--- src/rtl/trng_seq_pkg.sv ---
package trng_seq_pkg;

    typedef enum logic [3:0] {
        S_IDLE,
        S_PRGM_ON,
        S_DELAY,
        S_FMIN,
        S_FMAX,
        S_RAW,
        S_PRGM_OFF,
        S_REQ,
        S_WAIT,
        S_EVAL,
        S_FAST,
        S_FIN
    } seq_state_t;

    typedef enum logic [2:0] {
        WK_PRGM_SET = 3'd0,
        WK_DELAY    = 3'd1,
        WK_FMIN     = 3'd2,
        WK_FMAX_OFF = 3'd3,
        WK_RAW      = 3'd4,
        WK_PRGM_CLR = 3'd5,
        WK_FAST_RD  = 3'd6
    } wr_kind_t;

endpackage

--- src/rtl/trng_delay_sched.sv ---
module trng_delay_sched #(
    parameter int DLY_W     = 16,
    parameter int DLY_START = 3200,
    parameter int DLY_STEP  = 400,
    parameter int DLY_LIMIT = 12800
) (
    input  logic             clk,
    input  logic             rst_n,
    input  logic             load,
    input  logic             advance,
    output logic [DLY_W-1:0] delay,
    output logic [DLY_W-1:0] fmin,
    output logic             last
);
    localparam int SUM_W = DLY_W + 1;

    logic [DLY_W-1:0] delay_q;
    logic [SUM_W-1:0] grown;

    assign grown = {1'b0, delay_q} + SUM_W'(DLY_STEP);

    always_ff @(posedge clk or negedge rst_n) begin
        if (!rst_n)
            delay_q <= DLY_W'(DLY_START);
        else if (load)
            delay_q <= DLY_W'(DLY_START);
        else if (advance)
            delay_q <= grown[DLY_W-1:0];
    end

    assign delay = delay_q;
    assign fmin  = delay_q >> 2;
    assign last  = grown >= SUM_W'(DLY_LIMIT);

endmodule

--- src/rtl/trng_job_eval.sv ---
module trng_job_eval #(
    parameter int ST_W = 8
) (
    input  logic            clk,
    input  logic            rst_n,
    input  logic            capture,
    input  logic [ST_W-1:0] job_status,
    input  logic            inst_ready,
    output logic            attempt_ok
);
    logic status_bad_q;

    always_ff @(posedge clk or negedge rst_n) begin
        if (!rst_n)
            status_bad_q <= 1'b0;
        else if (capture)
            status_bad_q <= |job_status;
    end

    assign attempt_ok = !status_bad_q && inst_ready;

endmodule

--- src/rtl/trng_instantiate_seq.sv ---
module trng_instantiate_seq
    import trng_seq_pkg::*;
#(
    parameter int DLY_W     = 16,
    parameter int ST_W      = 8,
    parameter int DLY_START = 3200,
    parameter int DLY_STEP  = 400,
    parameter int DLY_LIMIT = 12800
) (
    input  logic             clk,
    input  logic             rst_n,
    input  logic             start,
    input  logic             inst_ready,
    input  logic             job_done,
    input  logic [ST_W-1:0]  job_status,
    output logic             wr_valid,
    output logic [2:0]       wr_kind,
    output logic [DLY_W-1:0] wr_value,
    output logic             job_req,
    output logic             done,
    output logic             fail
);
    seq_state_t       state_q, state_d;
    logic             accept, load, advance, capture;
    logic             attempt_ok, last;
    logic             fail_q;
    logic [DLY_W-1:0] delay, fmin;

    assign accept  = (state_q == S_IDLE) && start;
    assign load    = accept;
    assign capture = (state_q == S_WAIT) && job_done;
    assign advance = (state_q == S_EVAL) && !attempt_ok && !last;

    trng_delay_sched #(
        .DLY_W     (DLY_W),
        .DLY_START (DLY_START),
        .DLY_STEP  (DLY_STEP),
        .DLY_LIMIT (DLY_LIMIT)
    ) sched_i (
        .clk     (clk),
        .rst_n   (rst_n),
        .load    (load),
        .advance (advance),
        .delay   (delay),
        .fmin    (fmin),
        .last    (last)
    );

    trng_job_eval #(
        .ST_W (ST_W)
    ) eval_i (
        .clk        (clk),
        .rst_n      (rst_n),
        .capture    (capture),
        .job_status (job_status),
        .inst_ready (inst_ready),
        .attempt_ok (attempt_ok)
    );

    always_comb begin
        state_d = state_q;
        unique case (state_q)
            S_IDLE:     if (start) state_d = inst_ready ? S_FIN : S_PRGM_ON;
            S_PRGM_ON:  state_d = S_DELAY;
            S_DELAY:    state_d = S_FMIN;
            S_FMIN:     state_d = S_FMAX;
            S_FMAX:     state_d = S_RAW;
            S_RAW:      state_d = S_PRGM_OFF;
            S_PRGM_OFF: state_d = S_REQ;
            S_REQ:      state_d = S_WAIT;
            S_WAIT:     if (job_done) state_d = S_EVAL;
            S_EVAL: begin
                if (attempt_ok)
                    state_d = S_FAST;
                else if (last)
                    state_d = S_FIN;
                else
                    state_d = S_PRGM_ON;
            end
            S_FAST:     state_d = S_FIN;
            S_FIN:      state_d = S_IDLE;
            default:    state_d = S_IDLE;
        endcase
    end

    always_ff @(posedge clk or negedge rst_n) begin
        if (!rst_n)
            state_q <= S_IDLE;
        else
            state_q <= state_d;
    end

    always_ff @(posedge clk or negedge rst_n) begin
        if (!rst_n)
            fail_q <= 1'b0;
        else if (accept)
            fail_q <= 1'b0;
        else if (state_q == S_EVAL && !attempt_ok && last)
            fail_q <= 1'b1;
    end

    always_comb begin
        wr_valid = 1'b0;
        wr_kind  = 3'(WK_PRGM_SET);
        wr_value = '0;
        job_req  = 1'b0;
        done     = 1'b0;
        unique case (state_q)
            S_PRGM_ON: begin
                wr_valid = 1'b1;
                wr_kind  = 3'(WK_PRGM_SET);
            end
            S_DELAY: begin
                wr_valid = 1'b1;
                wr_kind  = 3'(WK_DELAY);
                wr_value = delay;
            end
            S_FMIN: begin
                wr_valid = 1'b1;
                wr_kind  = 3'(WK_FMIN);
                wr_value = fmin;
            end
            S_FMAX: begin
                wr_valid = 1'b1;
                wr_kind  = 3'(WK_FMAX_OFF);
            end
            S_RAW: begin
                wr_valid = 1'b1;
                wr_kind  = 3'(WK_RAW);
            end
            S_PRGM_OFF: begin
                wr_valid = 1'b1;
                wr_kind  = 3'(WK_PRGM_CLR);
            end
            S_REQ:  job_req = 1'b1;
            S_FAST: begin
                wr_valid = 1'b1;
                wr_kind  = 3'(WK_FAST_RD);
            end
            S_FIN:  done = 1'b1;
            default: ;
        endcase
    end

    assign fail = fail_q;

endmodule

--- config.mk ---
export PLATFORM = sky130hd
export DESIGN_NAME = trng_instantiate_seq
export DESIGN_NICKNAME = d
export VERILOG_FILES = /design/src/rtl/trng_seq_pkg.sv /design/src/rtl/trng_delay_sched.sv /design/src/rtl/trng_job_eval.sv /design/src/rtl/trng_instantiate_seq.sv
export SDC_FILE = /design/constraint.sdc
export NUM_CORES = 1
export LEC_CHECK = 0
export ABC_AREA = 1
export CAP_MARGIN = 0
export CORE_ASPECT_RATIO = 1.4
export CORE_MARGIN = 2
export CORE_UTILIZATION = 29
export CTS_CLUSTER_SIZE = 16
export DETAILED_ROUTE_END_ITERATION = 10
export DONT_BUFFER_PORTS = 1
export PLACE_DENSITY = 0.45
export SKIP_CTS_REPAIR_TIMING = 1
export SLEW_MARGIN = 20
export SYNTH_ARGS = -nofsm -noshare
export SYNTH_HDL_FRONTEND = slang
export SYNTH_SLANG_ARGS = --single-unit
--- constraint.sdc ---
create_clock -name clk -period 1.9 [get_ports clk]
set_input_delay 0.095 -clock clk [delete_from_list [all_inputs] [get_ports clk]]
set_output_delay 0.095 -clock clk [all_outputs]
set_load 0.05 [all_outputs]
==> impl_metrics.toml <==
[timing]
maxSlewViolCount = 0
rsz0062_at_grt = "yes"
final.min_clock_period_ns = 1.80
hold_violations = 0
period_share = 0.945
finalClockSkew_ns = 0.00533
worst_slew_pin_slew_ns = 0.931
slew_headroom = 0.377
setup_viol = 0
max_freq_ghz = 0.557

[die]
dieArea_mm2 = 0.00525
fp.coreArea_mm2 = 0.00454
die_h_um = 85.0
num_io_pins = 36
start_util = 0.299
rows = 29
die_w_um = 61.8

[synthesis]
synth_area_mm2 = 0.00136
avgSynthCellArea_um2 = 7.03
ys_types = 31
synth_warnings = 0
synthesis.instances = 193
ys_seq_area_frac = 0.335
synth_seq_cells = 18

[worst_setup_path]
r2r_cells = 11
crit_family = "simple AND/OR/NAND/NOR gates"
cp_max_fo = 7
critPathCaptureType = "flop"
regToRegSetupSlack_ns = 0.10
setup.worst_path.start = "sched_i.delay[10]"
slowest_stage = "dfstp_2"
crit_arrival_ns = 1.94
critical_path.most_common_cell = "nand2_4"
r2r_end = "sched_i.delay[8]"
cp.buffers_inverters = 0
critPathKind = "reg2reg"
cpPeakStageDelay_ns = 0.55
path_cells = "nand2_4 -> nor2_8 -> nand2_4 -> nor2_4 -> nand2_2 -> a21oi_4 -> nand2_4 -> nor2_8 -> nand3_1 -> nand2_1 -> nor2_1"
worstPathRequired_ns = 2.05
crit_path_end = "sched_i.delay[8]"
path_depth = 11
critPathLaunchType = "flop"
rr_startpoint = "sched_i.delay[10]"

[route]
drtAntennaViolNets = 0
drtIter0Drc = 71
drc = 0
vias_per_cell = 4.71
dr_total_vias = 1370
firstDrtPassIters = 4
wire_per_inst_um = 13.2
drt_wl_total_um = 3840

[flow_run]
drv_cap = 0

[finish]
design_area_mm2 = 0.00179
drive_gt1_frac = 0.284
final_nets = 245
layout_commonest_cell = "nand2_1"
postLayoutCoreUtil = 0.395
fin_cells = 291
layout_common_cells = "42 x nand2_1, 31 x inv_1, 31 x buf_4"
areaGrowthSynthToFinish_pct = 32.1
antenna_cells = 0

[worst_hold_path]
whs_path_depth = 3
hp-class = "in2reg"
min_from = "job_done"

[clock_network]
cts_sinks = 18
cts_htree_levels = 1
cts.path.max_buffers = 2
cts_root_buffer = "clkbuf_8"
tritoncts = "built"
clk_pin_slew_worst_paths_ns = 0.08
clk_latency_ns = 0.26
cts-buffers-inserted = 3

[placed_design]
dpl_cell_area_mm2 = 0.00163
post-dp-hpwl_um = 2970
dp.cells = 281
port_buffers = 0
gp_congestion = 0.797

[global_routing]
grt_pass1_vias = 1311
grtUsageMet3 = 0.0168
gr-usage-met2 = 0.259
gr-total-overflow = 0
use_met1 = 0.189
grt_use_total = 0.152
antenna_found_initial = 0
grt_pass1_wl_um = 6070
grt_max_degree = 19
gr-max-usage-layer = "met2"

[pwr]
power-per-cell-area_mw_per_mm2 = 1710
cellLeakagePower_nw = 0.894
p_sw_frac = 0.559
combPwrFrac = 0.661
seqPwrFrac = 0.246
p_switching_mw = 1.71
p_int_mw = 1.35
ir_drop_mv = 1.04
clockPowerShare = 0.093

[outcome]
status = "finished clean"
## layout make-up
type | count | area (um^2)
repair buffers | 34 | 264
fillers | 479 | 2740
inverters | 33 | 124
well taps | 62 | 77.6
multi-input cells | 140 | 827
flip-flops and latches | 18 | 455
clock buffers | 4 | 45.0
## synth_stat cells
cell,n,share of area
dfrtp_1,15,0.28
nand4_1,2,0.0092
nand2_1,44,0.12
nand2_2,6,0.028
a21oi_1,7,0.026
nand3b_1,1,0.0055
nand3_1,16,0.059
o21ai_1,1,0.0037
nor3b_1,1,0.0055
nor3_1,1,0.0037
o211ai_1,3,0.017
nand3_4,1,0.013
a21oi_2,1,0.0065
nor2_8,2,0.029
clkbuf_1,2,0.0055
dfstp_2,3,0.058
nor2_4,2,0.017
o21ai_0,8,0.029
ha_1,2,0.018
nand2_4,2,0.017
buf_4,2,0.011
inv_2,2,0.0055
nor2_1,19,0.053
conb_1,1,0.0028
nand3_2,1,0.0074
nor4_1,2,0.0092
nor2_2,1,0.0046
inv_1,31,0.086
a21oi_4,1,0.012
o22ai_1,12,0.055
o21bai_1,1,0.0055
## worst min-delay path by stage
stage          slack [ns]                   to
2_1_floorplan       -0.20  eval_i.status_bad_q
5_1_grt              0.06  eval_i.status_bad_q
4_1_cts             -0.48           state_q[0]
3_5_place_dp        -0.20           state_q[2]
6_report             0.03           state_q[3]
3_3_place_gp        -0.20           state_q[1]
## worst reg2reg max path, delay by kind of cell (launching register included)
family,cells,cell delay (ns)
DFF,1,0.55
AOI/OAI and AO/OA,1,0.22
and+or+nand+nor,10,0.91
## metrics by stage
stage                     setup WS, ns  setup TNS (ns)  power (mW)  hold slack (ns)
after floorplan                  0.110               0        2.07           -0.201
after global routing           -0.0265         -0.0808        3.29           0.0643
after global placement          0.0589               0        2.67           -0.200
after CTS                       0.0452               0        2.94           -0.478
after detailed placement        0.0948               0        2.65           -0.200
final                            0.104               0        3.06           0.0252
## registers in the layout, indices dropped and copies added (netlist names)
signal               flops
sched_i.delay           12
state_q                  4
eval_i.status_bad_q      1
fail                     1
## layer usage
| layer | routed length, um | part of all wire |
|---|---|---|
| met2 | 2000 | 0.52 |
| met5 | 0 | 0 |
| met4 | 52 | 0.014 |
| met3 | 149 | 0.039 |
| met1 | 1640 | 0.43 |
## power groups by stage
stage	logic, mW	registers, mW	clock network, mW
after global routing	2.20	0.773	0.313
final	2.02	0.752	0.286
after CTS	1.92	0.731	0.293
after floorplan	1.36	0.714	0
after detailed placement	1.91	0.738	0
after global placement	1.93	0.738	0
## cells by family after synthesis
family / count (synthesis) / synth area share
other: 1 / 0.00276
adders and majority gates: 2 / 0.0184
DFF: 18 / 0.335
and+or+nand+nor: 101 / 0.382
AOI/OAI and AO/OA: 34 / 0.155
buffers and inverters: 37 / 0.108
(Power assumes the default switching activity.)
